**src/rtl/lane_aligner_pkg.sv**
```systemverilog
package lane_aligner_pkg;
  typedef enum logic {
    ORDER_LITTLE = 1'b0,
    ORDER_BIG    = 1'b1
  } byte_order_e;
endpackage

```
**src/rtl/lane_aligner_lanes.sv**
```systemverilog
module lane_aligner_lanes
  import lane_aligner_pkg::*;
#(
  parameter int AW   = 32,
  parameter int NB   = 8,
  parameter int OFFW = $clog2(NB),
  parameter int LENW = OFFW + 1
) (
  input  logic [AW-1:0]   addr_i,
  input  logic [LENW-1:0] len_i,
  input  logic            fetch_i,
  input  logic            rev_i,
  input  byte_order_e     order_i,
  output logic            quad_o,
  output logic            misal_o,
  output logic            over_o,
  output logic [OFFW-1:0] lane_o,
  output logic [NB-1:0]   be_o
);
  localparam logic [OFFW-1:0] MASK = OFFW'(NB - 1);
  localparam logic [LENW-1:0] QUAD = LENW'(2 * NB - 1);

  logic [OFFW-1:0] len_lo, flip, off;
  logic [LENW:0]   reach;
  logic            over;

  assign len_lo  = len_i[OFFW-1:0];
  assign quad_o  = (len_i == QUAD);
  assign misal_o = fetch_i && ((addr_i[LENW-1:0] & len_i) != '0);
  // reverse-endian fetch flips the low address bits
  assign flip    = (fetch_i && rev_i) ? (MASK ^ len_lo) : '0;
  assign off     = addr_i[OFFW-1:0] ^ flip;
  assign reach   = {2'b00, off} + {1'b0, len_i};

  always_comb begin
    if (quad_o) over = (addr_i[OFFW:0] != '0);
    else        over = (reach > {2'b00, MASK});
  end

  assign over_o = over && !misal_o;
  assign lane_o = (order_i == ORDER_BIG) ? (MASK - off - len_lo) : off;

  for (genvar b = 0; b < NB; b++) begin : g_be
    localparam logic [OFFW:0] BI = (OFFW + 1)'(b);
    assign be_o[b] = quad_o ||
                     (({1'b0, lane_o} <= BI) && (BI <= ({1'b0, lane_o} + {1'b0, len_lo})));
  end
endmodule

```
**src/rtl/lane_aligner_load.sv**
```systemverilog
module lane_aligner_load #(
  parameter int NB   = 8,
  parameter int DW   = NB * 8,
  parameter int OFFW = $clog2(NB)
) (
  input  logic            clk_i,
  input  logic            rst_ni,
  input  logic            take_i,
  input  logic            fault_i,
  input  logic            misal_i,
  input  logic            quad_i,
  input  logic [OFFW-1:0] lane_i,
  input  logic [OFFW-1:0] len_i,
  input  logic [DW-1:0]   mem_rdata_i,
  input  logic [DW-1:0]   mem_rdata_hi_i,
  output logic            rvalid_o,
  output logic [DW-1:0]   rdata_o,
  output logic [DW-1:0]   rdata_hi_o,
  output logic            err_o,
  output logic            align_o
);
  logic            quad_q;
  logic [OFFW-1:0] lane_q, len_q;
  logic [DW-1:0]   shifted;

  always_ff @(posedge clk_i or negedge rst_ni) begin
    if (!rst_ni) begin
      rvalid_o <= 1'b0;
      err_o    <= 1'b0;
      align_o  <= 1'b0;
      quad_q   <= 1'b0;
      lane_q   <= '0;
      len_q    <= '0;
    end else begin
      rvalid_o <= take_i;
      err_o    <= fault_i;
      align_o  <= misal_i;
      if (take_i) begin
        quad_q <= quad_i;
        lane_q <= lane_i;
        len_q  <= len_i;
      end
    end
  end

  assign shifted = mem_rdata_i >> {lane_q, 3'b000};

  for (genvar b = 0; b < NB; b++) begin : g_pick
    localparam logic [OFFW-1:0] BI = OFFW'(b);
    assign rdata_o[b*8 +: 8] = quad_q ? mem_rdata_i[b*8 +: 8] :
                               ((BI <= len_q) ? shifted[b*8 +: 8] : 8'h00);
  end

  assign rdata_hi_o = quad_q ? mem_rdata_hi_i : '0;

  AST_FLAGS_EXCLUSIVE: assert property (@(posedge clk_i) disable iff (!rst_ni)
    $onehot0({err_o, align_o, rvalid_o}));
endmodule

```
**src/rtl/lane_aligner.sv**
```systemverilog
module lane_aligner
  import lane_aligner_pkg::*;
#(
  parameter int AW   = 32,
  parameter int NB   = 8,
  parameter int DW   = NB * 8,
  parameter int OFFW = $clog2(NB),
  parameter int LENW = OFFW + 1
) (
  input  logic               clk_i,
  input  logic               rst_ni,
  input  logic               req_i,
  input  logic               store_i,
  input  logic               fetch_i,
  input  logic               big_endian_i,
  input  logic               rev_endian_i,
  input  logic [AW-1:0]      addr_i,
  input  logic [LENW-1:0]    len_i,
  input  logic [DW-1:0]      wdata_i,
  input  logic [DW-1:0]      wdata_hi_i,
  output logic               mem_req_o,
  output logic               mem_we_o,
  output logic               mem_pair_o,
  output logic [AW-OFFW-1:0] mem_addr_o,
  output logic [NB-1:0]      mem_be_o,
  output logic [DW-1:0]      mem_wdata_o,
  output logic [DW-1:0]      mem_wdata_hi_o,
  input  logic [DW-1:0]      mem_rdata_i,
  input  logic [DW-1:0]      mem_rdata_hi_i,
  output logic               rvalid_o,
  output logic [DW-1:0]      rdata_o,
  output logic [DW-1:0]      rdata_hi_o,
  output logic               err_o,
  output logic               align_o
);
  logic            quad, misal, over, ok;
  logic [OFFW-1:0] lane;
  logic [NB-1:0]   be;

  lane_aligner_lanes #(.AW(AW), .NB(NB), .OFFW(OFFW), .LENW(LENW)) u_lanes (
    .addr_i (addr_i),
    .len_i  (len_i),
    .fetch_i(fetch_i),
    .rev_i  (rev_endian_i),
    .order_i(byte_order_e'(big_endian_i)),
    .quad_o (quad),
    .misal_o(misal),
    .over_o (over),
    .lane_o (lane),
    .be_o   (be)
  );

  assign ok             = !over && !misal;
  assign mem_req_o      = req_i && ok;
  assign mem_we_o       = mem_req_o && store_i;
  assign mem_pair_o     = mem_req_o && quad;
  assign mem_addr_o     = addr_i[AW-1:OFFW];
  assign mem_be_o       = be & {NB{mem_we_o}};
  assign mem_wdata_o    = quad ? wdata_i : (wdata_i << {lane, 3'b000});
  assign mem_wdata_hi_o = quad ? wdata_hi_i : '0;

  lane_aligner_load #(.NB(NB), .DW(DW), .OFFW(OFFW)) u_load (
    .clk_i         (clk_i),
    .rst_ni        (rst_ni),
    .take_i        (mem_req_o && !store_i),
    .fault_i       (req_i && over),
    .misal_i       (req_i && misal),
    .quad_i        (quad),
    .lane_i        (lane),
    .len_i         (len_i[OFFW-1:0]),
    .mem_rdata_i   (mem_rdata_i),
    .mem_rdata_hi_i(mem_rdata_hi_i),
    .rvalid_o      (rvalid_o),
    .rdata_o       (rdata_o),
    .rdata_hi_o    (rdata_hi_o),
    .err_o         (err_o),
    .align_o       (align_o)
  );

  AST_LOAD_FOLLOWS_READ: assert property (@(posedge clk_i) disable iff (!rst_ni)
    rvalid_o |-> $past(req_i && !store_i));
  AST_BE_RUN: assert property (@(posedge clk_i) disable iff (!rst_ni)
    (mem_we_o && !mem_pair_o) |-> ($countones(mem_be_o) == int'(len_i) + 1));
  AST_ERR_NO_ACCESS: assert property (@(posedge clk_i) disable iff (!rst_ni)
    err_o |-> $past(!mem_req_o));
  AST_QUAD_ALIGNED: assert property (@(posedge clk_i) disable iff (!rst_ni)
    mem_pair_o |-> (addr_i[OFFW:0] == '0));
  AST_ERR_PULSE: assert property (@(posedge clk_i) disable iff (!rst_ni)
    err_o |=> (!err_o || $past(req_i)));
endmodule

```
**config.mk**
```make
export PLATFORM = sky130hd
export DESIGN_NAME = lane_aligner
export DESIGN_NICKNAME = d
export VERILOG_FILES = /design/src/rtl/lane_aligner_pkg.sv /design/src/rtl/lane_aligner_lanes.sv /design/src/rtl/lane_aligner_load.sv /design/src/rtl/lane_aligner.sv
export SDC_FILE = /design/constraint.sdc
export NUM_CORES = 1
export LEC_CHECK = 0
export ABC_AREA = 1
export BUFFER_PORTS_ARGS = -buffer_cell sky130_fd_sc_hd__buf_2
export CAP_MARGIN = 20
export CORE_AREA = 2 2 231 233
export DETAILED_ROUTE_END_ITERATION = 8
export DIE_AREA = 0 0 233 235
export PLACE_DENSITY = 0.37
export SYNTH_ARGS = -nofsm -noshare
export SYNTH_HDL_FRONTEND = slang
export SYNTH_HIERARCHICAL = 1
export SYNTH_SLANG_ARGS = --single-unit
export TNS_END_PERCENT = 5
```
**constraint.sdc**
```tcl
create_clock -name clk_i -period 3.4 [get_ports clk_i]
set_input_delay 0.34 -clock clk_i [delete_from_list [all_inputs] [get_ports clk_i]]
set_output_delay 0.34 -clock clk_i [all_outputs]
set_load 0.005 [all_outputs]
```
# Yosys cells after proc, flatten, opt, wreduce, memory -nomap -nowiden
# Index checks and enable logic that the tools add are counted.
# totals
ff_bits	10
latch_bits	0
ram_bits	0
mem_bits_ro	0
input_bits	299
out_inout_bits	299
elab_cells	93
memories	0
# op_classes
n_addsub	4
n_mul	0
div_mod_pow	0
n_lt_le_gt_ge	24
eq_ne	1
n_shift	2
mux	22
bitwise_logic	4
n_reduce_logical	30
# ops
operator	count
64-bit 2-to-1 mux	3
8-bit 2-to-1 mux	16
64-bit by 6-bit << shifter with 64-bit output	1
64-bit by 6-bit right shift with 64-bit output	1
1-bit logical AND	17
3-bit by 4-bit <= comparator with 1-bit output, first input constant	4
3-bit <= comparator, first input constant	4
3-bit <= comparator, second input constant	3
8-bit bitwise AND	1
1-bit by 4-bit <= comparator with 1-bit output, first input constant	2
2-bit by 4-bit <= comparator with 1-bit output, first input constant	2
1-bit logical OR	8
4-bit nonzero test	2
1-bit by 3-bit <= comparator with 1-bit output, first input constant	2
2-bit by 3-bit <= comparator with 1-bit output, first input constant	2
3-bit by 1-bit <= comparator with 1-bit output, second input constant	2
3-bit by 2-bit <= comparator with 1-bit output, second input constant	2
3-bit 2-to-1 mux	2
3-bit by 4-bit adder with 5-bit output	1
5-bit by 3-bit > comparator with 1-bit output, second input constant	1
3-bit by 3-bit adder with 4-bit output	1
4-bit bitwise AND	1
4-bit equality test, second input constant	1
1-bit logical NOT	3
5 further kinds	5

# Longest topological paths before layout
# Gate-level depths: netlist (run 1).
# logic_depth
depth_word	12
mapped_depth	20
depth_no_buf	20

# Modules after synthesis
# Netlist (run 1), hierarchy kept.
# by_module_without_submodules
mod	instances	cells_each	area_per_inst_um2	seq_area_each_um2
lane_aligner_load	1	735	3310.7	250.2
lane_aligner	1	669	3096.7	0.0
lane_aligner_lanes	1	103	611.8	0.0

# Worst setup path before layout (run 1)
# OpenSTA, ideal clock, no wires.
# synth_path
path_type	in2out
from	in len_i[1]
to	out mem_be_o[1]
t_arrival_ns	2.727
t_required_ns	3.060
setup_slack_ns	0.333
path_stages	20
n_path_buf	0
path_cell_list	inv_1 > nand4_1 > nand2_1 > fa_1 > inv_1 > nand3_2 > nand3_2 > nand2_2 > inv_1 > ha_1 > a21oi_1 > o21ai_2 > nor2_2 > inv_1 > nor2_1 > nand2_1 > nand3_1 > nand2_1 > inv_1 > nor2_1
# synth_between
elab_cells_between_ends	25
classes_between	add/sub (4); order compare (3); eq/ne (1); mux (3); bitwise (4); reduce/logical (10)
# synth_rtl
element	line_no	source
from (decl)	lane_aligner.sv:18	input logic [LENW-1:0] len_i,
3-bit NOT (no line)	-	
3-bit 2-to-1 mux	lane_aligner_lanes.sv:31	assign flip = (fetch_i && rev_i) ? (MASK ^ len_lo) : '0;
3-bit bitwise XOR	lane_aligner_lanes.sv:32	assign off = addr_i[OFFW-1:0] ^ flip;
3-bit subtractor	lane_aligner_lanes.sv:41	assign lane_o = (order_i == ORDER_BIG) ? (MASK - off - len_lo) : off;
3-bit subtractor (*)	lane_aligner_lanes.sv:41	
3-bit 2-to-1 mux (*)	lane_aligner_lanes.sv:41	
net lane[2]	lane_aligner.sv:37	logic [OFFW-1:0] lane;
3-bit by 3-bit adder with 4-bit output	lane_aligner_lanes.sv:46	(({1'b0, lane_o} <= BI) && (BI <= ({1'b0, lane_o} + {1'b0, len_lo})));
1-bit by 4-bit <= comparator with 1-bit output	lane_aligner_lanes.sv:46	
1-bit logical AND (*)	lane_aligner_lanes.sv:46	
1-bit logical OR (*)	lane_aligner_lanes.sv:45	assign be_o[b] = quad_o ||
net be[1]	lane_aligner.sv:38	logic [NB-1:0] be;
8-bit bitwise AND (*)	lane_aligner.sv:58	assign mem_be_o = be & {NB{mem_we_o}};
to (decl)	lane_aligner.sv:25	output logic [NB-1:0] mem_be_o,
# Mark *: on every way through the listed nets, which the timed path passes. The rest lies on a longest branch.

# Worst setup path after layout (run 1)
# layout_path
from	in fetch_i
to	out mem_be_o[2]
# layout_between
elab_cells_between_ends	22
classes_between	add/sub (4); order compare (3); mux (3); bitwise (2); reduce/logical (10)
# layout_rtl
element	line_no	source
from (decl)	lane_aligner.sv:14	input logic fetch_i,
1-bit logical AND (*)	lane_aligner_lanes.sv:31	
3-bit 2-to-1 mux (*)	lane_aligner_lanes.sv:31	
3-bit bitwise XOR (*)	lane_aligner_lanes.sv:32	
3-bit subtractor (2 in series)	lane_aligner_lanes.sv:41	
3-bit 2-to-1 mux (*)	lane_aligner_lanes.sv:41	
net lane[1]	lane_aligner.sv:37	
3-bit by 3-bit adder with 4-bit output	lane_aligner_lanes.sv:46	
2-bit by 4-bit <= comparator with 1-bit output	lane_aligner_lanes.sv:46	
1-bit logical AND (*)	lane_aligner_lanes.sv:46	
1-bit logical OR (*)	lane_aligner_lanes.sv:45	
net be[2]	lane_aligner.sv:38	
8-bit bitwise AND (*)	lane_aligner.sv:58	
# Marks and branches as above.

==> reports/metrics.cfg, run 1 <==
[worst_setup_path]
worstPathMaxFanout=7
cp-end-kind=output pin
startpoint=fetch_i
cp-start-kind=input port
critical_path_class=in -> out
required_ns=3.06
r2r-start=u_load/lane_q[0]
reg2reg_slack_ns=2.14
critPathArrivalTime_ns=2.85

[routing]
drt_iter0_drc=476
vias_per_cell=4.28
dr.pass1.iters=5
vias=11400
drt.antenna.violating_nets=0
wl_um=43300
wl_per_cell_um=16.3
drcViolationCount=0

[cells_and_area]
finish.instance_area_um2=10300
finalNonFillerCells=2659
multi_input_area_um2=5360
fillers=6257
layout.nets=2271
layout-drive-gt1-share=0.321
seq_area_um2=254
area_growth_syn_to_layout_pct=47.4

[yosys]
ys_types=38
synth_area_um2=7020
synth-seq-cells=10
ys_async_sr_fraction=1.00
synthCells=1507
synth_area_per_cell_um2=4.66
synth_edf_count=0
synth_flop_cell=dfrtp_1
ys_seq_area_frac=0.0357
synth.net_count=1812
synth_warnings=6

[placed_design]
dp_hpwl_um=35900
place_area_um2=10200
placed_cells=2647
gp_congestion=0.887
portBuffers=541

[die]
die_y_um=235
die_w_um=233
core_area_um2=52200
io_pins=598
dieArea_um2=54800
rows=84
start_util=0.134

[run]
drv_cap=0

[sta]
hold_viol=0
post-route-min-period_ns=3.19
fmax_ghz=0.313
slew_headroom=0.354
skew_ns=0
setup_violations=0
worst_pin_slew_ns=0.962
min_period_over_period=0.939
maxSlewViolCount=0

[global_route]
grt_pass1_wl_um=63600
grt_pass1_vias=11000
antenna_found_initial=14
track_usage=0.147
grt.overflow.total=0
grt_max_degree=80

[power]
power_per_cell_area_nw_per_um2=344
total_power_mw=3.56
ir_drop_mv=0.210
leakage_nw=7.03

[worst_hold_path]
hold_start=req_i
hold_class=in -> reg

[clock_tree]
clk_pin_slew_ns=0.04
cts_made_buffers=3
worstSkewPairLatency_ns=0.23
cts.path.max_buffers=2
cts_tree=built
clk_root_buffer_cell=clkbuf_16
cts.sinks=10
htree_num_levels=1

[status]
status=finished clean

-- cell families (layout without fill, tap and decap cells) --
group	after synthesis	in the layout	synth area share
flip-flops	10	10	0.0357
AO/OA/AOI/OAI	78	78	0.0684
buffers and inverters	309	767	0.206
AND/OR/NAND/NOR	1103	1103	0.675
other	0	6	0
adder cells (fa/ha/maj)	6	6	0.0128
XOR/XNOR	1	1	0.00125
-- metrics by stage --
| stage | util | setup WS (ns) | hold WS [ns] | TNS [ns] |
|---|---|---|---|---|
| CTS | 0.197 | 0.0552 | 0.318 | 0 |
| floorplan | - | 0.333 | 0.0444 | 0 |
| global route | 0.198 | -0.0106 | 0.344 | -0.0106 |
| finish | 0.198 | 0.206 | 0.320 | 0 |
| global placement | 0.195 | 0.0537 | 0.211 | 0 |
| detailed placement | 0.195 | 0.0490 | 0.216 | 0 |
-- critical path, cell delays in order --
cell     delay (ns)
buf_2          0.15
nand2_2        0.10
o21ai_4        0.16
nand2_2        0.09
fa_1           0.51
nand2_1        0.09
nand2_4        0.10
inv_1          0.07
fa_2           0.36
xnor2_2        0.21
nor2_2         0.07
inv_1          0.08
nor2_2         0.04
a21oi_1        0.12
nand2_1        0.07
nand2_1        0.06
inv_1          0.04
nor2_1         0.08
buf_2          0.12
-- where the power goes --
group / internal, mW / total [mW] / leakage [nW] / switching (mW)
sequential: 0.144 / 0.170 / 0.126 / 0.0260
clock: 0.157 / 0.207 / 0.0382 / 0.0505
combinational: 1.12 / 3.18 / 6.86 / 2.06
-- registers in the layout, summed over array words and instances, names as in the netlist --
name	flops
u_load/len_q	3
u_load/lane_q	3
u_load/rvalid_o	1
u_load/align_o	1
u_load/err_o	1
u_load/quad_q	1
-- cell usage after synthesis (6+ instances only) --
master | instances | area share
nand2_1 | 714 | 0.38
nand3_1 | 329 | 0.23
inv_1 | 174 | 0.093
buf_2 | 60 | 0.043
buf_4 | 45 | 0.048
o21ai_0 | 26 | 0.019
nor2_1 | 21 | 0.011
a21oi_1 | 17 | 0.012
clkbuf_1 | 11 | 0.0059
dfrtp_1 | 10 | 0.036
nand3_2 | 9 | 0.013
a22o_1 | 8 | 0.010
a22oi_1 | 8 | 0.0086
inv_2 | 8 | 0.0043
o22ai_1 | 8 | 0.0071
nand2_2 | 7 | 0.0062
buf_6 | 6 | 0.0096
-- layout by cell type, fill, tap and decap left out, types with 9 or more instances in the layout --
cell / instances
inv_1: 173
a21oi_1: 16
inv_2: 9
nand3_2: 9
nand3_1: 329
nor2_1: 20
nand2_1: 713
buf_2: 541
o21ai_0: 26
buf_4: 32
dfrtp_1: 9
-- worst paths after layout --
check,to,cells past startpoint
hold reg to reg,u_load/len_q[2],2
max in group asynchronous,u_load/quad_q,2
setup / recovery,mem_be_o[2],19
min in group asynchronous,u_load/err_o,2
hold / removal,u_load/align_o,3
setup reg to reg,u_load/lane_q[0],2
-- metal layers --
| layer | global-route usage | share of wire | vias up |
|---|---|---|---|
| met5 | 0 | 0.0021 | - |
| li1 | - | - | 5638 |
| met4 | 0.0336 | 0.024 | 18 |
| met2 | 0.274 | 0.50 | 552 |
| met3 | 0.0374 | 0.096 | 55 |
| met1 | 0.165 | 0.38 | 5127 |
-- area by class of cell --
class | instances | share of cell area
sequential | 10 | 0.0245
clock buffer | 4 | 0.00762
timing repair buffer | 581 | 0.299
multi-input combinational | 1188 | 0.518
tap | 688 | 0.0832
antenna | 6 | 0.00145
inverter | 182 | 0.0660
-- repair_timing --
action	4_1_cts	5_1_grt
setup endpoints to repair	0	2
endpoints found under the hold margin	10	0
hold buffers	1	0
setup buffers	0	1
resized for setup	0	8
No activity file was read; power rests on OpenSTA's default activity.
==> run 2: changes to the inputs <==
==> constraint.sdc (replaced) <==
create_clock -name clk_i -period 3.9 [get_ports clk_i]
set_input_delay 0.39 -clock clk_i [delete_from_list [all_inputs] [get_ports clk_i]]
set_output_delay 0.39 -clock clk_i [all_outputs]
set_load 0.005 [all_outputs]
==> run 2 against run 1 <==
  * Sequential power down 11%
  * Hold slack worse by 0.31 ns
  * Utilization down 0.28 points
  * Register-to-register slack improved by 0.39 ns
  * Highest routed layer unchanged
  * Setup slack gained 0.10 ns
  * Clock power decreased by 3%
  * Clock skew unchanged
  * Wire length is 0.26% higher
  * Global-route usage shrank 0.080 points
  * Clock-buffer cell count stayed put
==> reports/metrics.cfg, run 2 (synthesis results as in run 1) <==
[clock_tree]
hold_buffers=0  ; -1
cts_setup_buffers=0  ; unchanged
clk_root_buffer_cell=clkbuf_16
htree_num_levels=1  ; unchanged
cts.sinks=10  ; unchanged
cts_tree=built
ctsResizeCount=0  ; unchanged
worstSkewPairLatency_ns=0.23  ; about the same
clk_pin_slew_ns=0.04  ; about the same
cts_made_buffers=3  ; unchanged
cts.path.max_buffers=2  ; unchanged

[worst_setup_path]
worstPathMaxFanout=6  ; -1
cp-start-kind=input port
critPathTopFamily=simple AND/OR/NAND/NOR gates
r2r-start=u_load/lane_q[0]
crit_chain=buf_2 -> inv_1 -> nand4_1 -> nand2_1 -> fa_1 -> nand3_1 -> nand3_2 -> nand2_2 -> inv_1 -> ha_1 -> a21oi_1 -> o21ai_2 -> nor2_2 -> inv_1 -> nor2_1 -> a21oi_1 -> nand2_1 -> nand2_1 -> inv_1 -> nor2_1 -> buf_2
critical_path_class=in -> out
required_ns=3.51  ; +0.45 ns
crit_buf_inv=6  ; +1
startpoint=len_i[1]
cp_slowest_cell=fa_1
critPathArrivalTime_ns=3.20  ; +0.35 ns
critPathMostFrequentCell=inv_1
cp-end-kind=output pin
critPathMaxStageDelay_ns=0.41  ; -0.10 ns

[global_route]
grt.overflow.total=0  ; unchanged
grt_max_degree=101  ; +26%
grt_pass1_vias=10700  ; -2.7%
antenna_found_initial=12  ; -2
grt_pass1_wl_um=63400  ; -0.36%
track_usage=0.146  ; -0.000801

[routing]
wl_per_cell_um=16.4  ; +0.86%
drt_iter0_drc=601  ; +26%
drt.antenna.violating_nets=0  ; unchanged
wl_um=43400  ; +0.26%
vias=11400  ; +0.018%
dr.pass1.iters=5  ; unchanged
drcViolationCount=0  ; unchanged
vias_per_cell=4.31  ; +0.62%

[die]
rows=84  ; unchanged
core_area_um2=52200  ; unchanged
dieArea_um2=54800  ; unchanged
io_pins=598  ; unchanged
die_w_um=233  ; unchanged
die_y_um=235  ; unchanged
start_util=0.134  ; unchanged

[power]
sw_frac_of_total=0.602  ; +0.00136
pwr-share-clk=0.065  ; +0.007
ir_drop_mv=0.172  ; -18%
power_per_cell_area_nw_per_um2=302  ; -12%
total_power_mw=3.08  ; -13%
leakage_nw=6.95  ; -1.1%
intPower_mw=1.23  ; -14%
p_comb_frac=0.886  ; -0.008
p_seq_frac=0.049  ; about the same
p_switching_mw=1.86  ; -13%

[worst_hold_path]
hold_class=in -> async

[cells_and_area]
layout.nets=2256  ; -0.66%
fin_util=0.195  ; -0.00280
finish.instance_area_um2=10200  ; -1.4%
largestRegisters=u_load/lane_q: 3 flops, u_load/len_q: 3 flops
area_growth_syn_to_layout_pct=45.3
fillers=6289  ; +0.51%
seq_area_um2=254  ; unchanged
finalNonFillerCells=2643  ; -0.60%
multi_input_area_um2=5320  ; -0.72%
final_cell_mix=714 x nand2_1, 541 x buf_2, 329 x nand3_1
layout_commonest_cell=nand2_1
layout-drive-gt1-share=0.313  ; -0.00779

[placed_design]
gp_congestion=0.904  ; +1.9%
placed_cells=2634  ; -0.49%
dp_hpwl_um=35600  ; -1.1%
place_ws_ns=0.305  ; +0.256 ns
portBuffers=541  ; unchanged
place_area_um2=10100  ; -0.96%

[sta]
slew_headroom=0.285  ; -0.0696
setup_ws_ns=0.310  ; +0.104 ns
rsz0062_at_grt=no
min_period_over_period=0.920
hold_viol=0  ; unchanged
maxSlewViolCount=0  ; unchanged
hold_ws_ns=0.00803  ; -0.312 ns
skew_ns=0  ; unchanged
worst_pin_slew_ns=1.07  ; +0.111 ns
setup_violations=0  ; unchanged
post-route-min-period_ns=3.59
fmax_ghz=0.279
tns_ns=0  ; unchanged

[run]
drv_cap=0  ; unchanged

[status]
status=finished clean

run 2: layer usage:
layer / vias up / routed length, um / share of wire / track usage
met3: 44 / 4040 / 0.093 / 0.0350
met2: 535 / 22000 / 0.51 / 0.273
met5: - / 93 / 0.0021 / 0
met4: 16 / 735 / 0.017 / 0.0230
met1: 5202 / 16600 / 0.38 / 0.169
li1: 5595 / - / - / -
run 2: worst paths after layout:
kind,end,cells past startpoint,slack (ns)
setup / recovery,mem_be_o[2],21,0.31
hold / removal,u_load/err_o,1,0.008
setup reg to reg,u_load/lane_q[0],2,2.53
hold reg to reg,u_load/len_q[2],2,0.58
max in group asynchronous,u_load/quad_q,1,3.68
min in group clk_i,u_load/align_o,3,0.38
run 2: final cells by class:
class                      instances  area share
antenna                            5     0.00123
clock buffer                       4     0.00871
inverter                         182      0.0670
multi-input combinational       1188       0.521
sequential                        10      0.0249
tap                              688      0.0844
timing repair buffer             566       0.292
run 2: power groups by stage:
stage	Clock [mW]	Sequential (mW)	Combinational [mW]
detailed placement	0	0.152	2.77
finish	0.200	0.151	2.73
global route	0.211	0.155	3.06
global placement	0	0.152	2.77
floorplan	0	0.140	1.60
CTS	0.204	0.151	2.78
==> run 3: changes to the inputs <==
--- a/config.mk
+++ b/config.mk
@@ -11,7 +11,8 @@
 export CORE_AREA = 2 2 231 233
 export DETAILED_ROUTE_END_ITERATION = 8
 export DIE_AREA = 0 0 233 235
-export PLACE_DENSITY = 0.37
+export GPL_TIMING_DRIVEN = 0
+export PLACE_DENSITY = 0.43
 export SYNTH_ARGS = -nofsm -noshare
 export SYNTH_HDL_FRONTEND = slang
 export SYNTH_HIERARCHICAL = 1
==> run 3 against run 2 <==
  * Sequential share of layout area shrank 0.19 points
  * Non-clock buffer count grew 135
  * Largest cell class unchanged
  * Final area grew 6.7%
  * Global-route usage grew 3.4 points
  * Total power grew 13%
  * Highest routed layer is now met4
  * Register-to-register slack lost 0.40 ns
  * Combinational power grew 15%
  * Critical path type unchanged
  * Critical path depth is the same
==> reports/metrics.cfg, run 3 (synthesis results as in run 1) <==
[worst_setup_path]
reg2regPathDepth=4  ; +2
cp-start-kind=input port
critical_path_class=in -> out
critPathMostFrequentCell=nand2_1
cp_slowest_cell=fa_1
crit_buf_inv=6  ; unchanged
crit_cells=21  ; unchanged
critPathMaxStageDelay_ns=0.43  ; +0.02 ns
worstPathMaxFanout=6  ; unchanged
critPathArrivalTime_ns=3.26  ; +0.06 ns
crit_chain=buf_2 -> clkinvlp_4 -> nand4_1 -> nand2_1 -> fa_1 -> nand3_1 -> nand3_2 -> nand2_4 -> clkinvlp_4 -> ha_1 -> a21oi_2 -> o21ai_2 -> nor2_4 -> inv_1 -> nor2_1 -> nand2_1 -> nand3_1 -> nand2_1 -> inv_1 -> nor2_1 -> buf_2
critPathTopFamily=simple AND/OR/NAND/NOR gates
required_ns=3.51  ; about the same
cp-end-kind=output pin

[placed_design]
portBuffers=569  ; +5.2%
placed_cells=2764  ; +4.9%
place_ws_ns=-0.0274  ; -0.333 ns
dp_hpwl_um=44600  ; +25%
gp_congestion=0.998  ; +10%

[global_route]
antenna_found_initial=1  ; -11
grt_max_degree=11  ; -89%
grt_pass1_vias=11500  ; +7.4%
grt.overflow.total=0  ; unchanged
track_usage=0.180  ; +0.0339
grt_pass1_wl_um=74600  ; +18%

[routing]
vias=12500  ; +10%
wl_um=53600  ; +23%
vias_per_cell=4.52  ; +4.8%
wl_per_cell_um=19.3  ; +18%
dr.pass1.iters=6  ; +1
drcViolationCount=0  ; unchanged
drt.antenna.violating_nets=0  ; unchanged
drt_iter0_drc=1013  ; +69%

[sta]
hold_viol=0  ; unchanged
fmax_ghz=0.274  ; -1.6%
worst_pin_slew_ns=0.823  ; -0.249 ns
maxSlewViolCount=0  ; unchanged
slew_headroom=0.451  ; +0.166
setup_violations=0  ; unchanged
min_period_over_period=0.935  ; +0.0147
post-route-min-period_ns=3.65  ; +0.0575 ns
setup_ws_ns=0.253  ; -0.0575 ns
skew_ns=0  ; unchanged

[cells_and_area]
layout.nets=2391  ; +6.0%
fillers=6214  ; -1.2%
final_cell_mix=714 x nand2_1, 629 x buf_2, 329 x nand3_1
multi_input_area_um2=5340  ; +0.40%
largestRegisters=u_load/lane_q: 3 flops, u_load/len_q: 3 flops
fin_util=0.208  ; +0.0130
seq_area_um2=250  ; -1.5%
layout_commonest_cell=nand2_1
area_growth_syn_to_layout_pct=55.0
finalNonFillerCells=2773  ; +4.9%
n_antenna_cell=0  ; -5
layout-drive-gt1-share=0.352  ; +0.0382

[worst_hold_path]
hold_class=in -> async

[power]
p_switching_mw=2.18  ; +17%
p_comb_frac=0.902  ; +0.016
sw_frac_of_total=0.628  ; +0.0255
power_per_cell_area_nw_per_um2=319  ; +5.5%
leakage_nw=7.47  ; +7.5%
p_seq_frac=0.041  ; -0.008
intPower_mw=1.29  ; +5.4%
ir_drop_mv=0.105  ; -39%
pwr-share-clk=0.057  ; -0.008

[clock_tree]
clk_pin_slew_ns=0.04  ; about the same
cts.sinks=10  ; unchanged
cts_tree=built
cts.path.max_buffers=2  ; unchanged
worstSkewPairLatency_ns=0.23  ; about the same
hold_buffers=0  ; unchanged
clk_root_buffer_cell=clkbuf_16
cts_made_buffers=3  ; unchanged
htree_num_levels=1  ; unchanged

[run]
drv_cap=0  ; unchanged

[die]
start_util=0.134  ; unchanged
die_w_um=233  ; unchanged
die_y_um=235  ; unchanged
io_pins=598  ; unchanged
dieArea_um2=54800  ; unchanged
core_area_um2=52200  ; unchanged
rows=84  ; unchanged

[status]
status=finished clean

-- run 3: changes by cell type in the layout (fill, tap and decap cells not counted), sizes merged --
cell / previous run / this run
inv: 182 / 180
buf: 566 / 690
clkbuf: 4 / 15
clkinvlp: 0 / 2
diode: 5 / 0
-- run 3: layer usage --
layer | track usage | vias to the layer above | routed length (um)
li1 | - | 5869 | -
met1 | 0.221 | 5790 | 20900
met2 | 0.323 | 797 | 26300
met3 | 0.0198 | 76 | 4520
met4 | 0.0608 | 0 | 1860
met5 | 0 | - | 0
-- run 3: power groups by stage --
stage | combinational (mW) | sequential, mW | clock [mW]
after floorplan | 1.60 | 0.140 | 0
after global placement | 3.09 | 0.143 | 0
after detailed placement | 3.07 | 0.144 | 0
after CTS | 3.09 | 0.143 | 0.202
after global routing | 3.36 | 0.145 | 0.209
final | 3.13 | 0.142 | 0.199
-- run 3: worst paths after layout --
check	start	to	slack, ns
hold reg to reg	u_load/len_q[2]	u_load/len_q[2]	0.57
setup / recovery	len_i[1]	mem_be_o[1]	0.25
min in group clk_i	req_i	u_load/align_o	0.38
hold / removal	rst_ni	u_load/align_o	0.008
setup reg to reg	u_load/quad_q	u_load/quad_q	2.13
max in group asynchronous	rst_ni	u_load/lane_q[0]	3.71
-- run 3: timing repair --
item / in CTS / in global routing
resized for setup: 1 / 5
endpoints found under the setup margin: 2 / 2
setup buffers: 1 / 4
-- run 3: area by class of cell --
class	instances	share of cell area
Clock buffer	4	0.00816
Buffer	127	0.0704
Sequential cell	10	0.0230
Tap cell	688	0.0791
Multi-Input combinational cell	1188	0.491
Timing Repair Buffer	574	0.265
Inverter	182	0.0635
-- run 3: worst register-to-register path, delay by kind of cell (launching register included) --
family | cells | cell delay [ns]
AO/OA/AOI/OAI | 1 | 0.17
buffers and inverters | 3 | 0.99
flip-flops | 1 | 0.46
-- run 3: per-stage QoR --
step | cell area, um2 | TNS [ns] | total power, mW | hold WS (ns)
floorplan | 7020 | 0 | 1.74 | 0.0944
global placement | 10700 | 0 | 3.23 | 0.256
detailed placement | 10700 | -0.0305 | 3.22 | 0.261
CTS | 10800 | 0 | 3.43 | 0.0160
global route | 10900 | -0.0161 | 3.71 | 0.0235
finish | 10900 | 0 | 3.47 | 0.00760
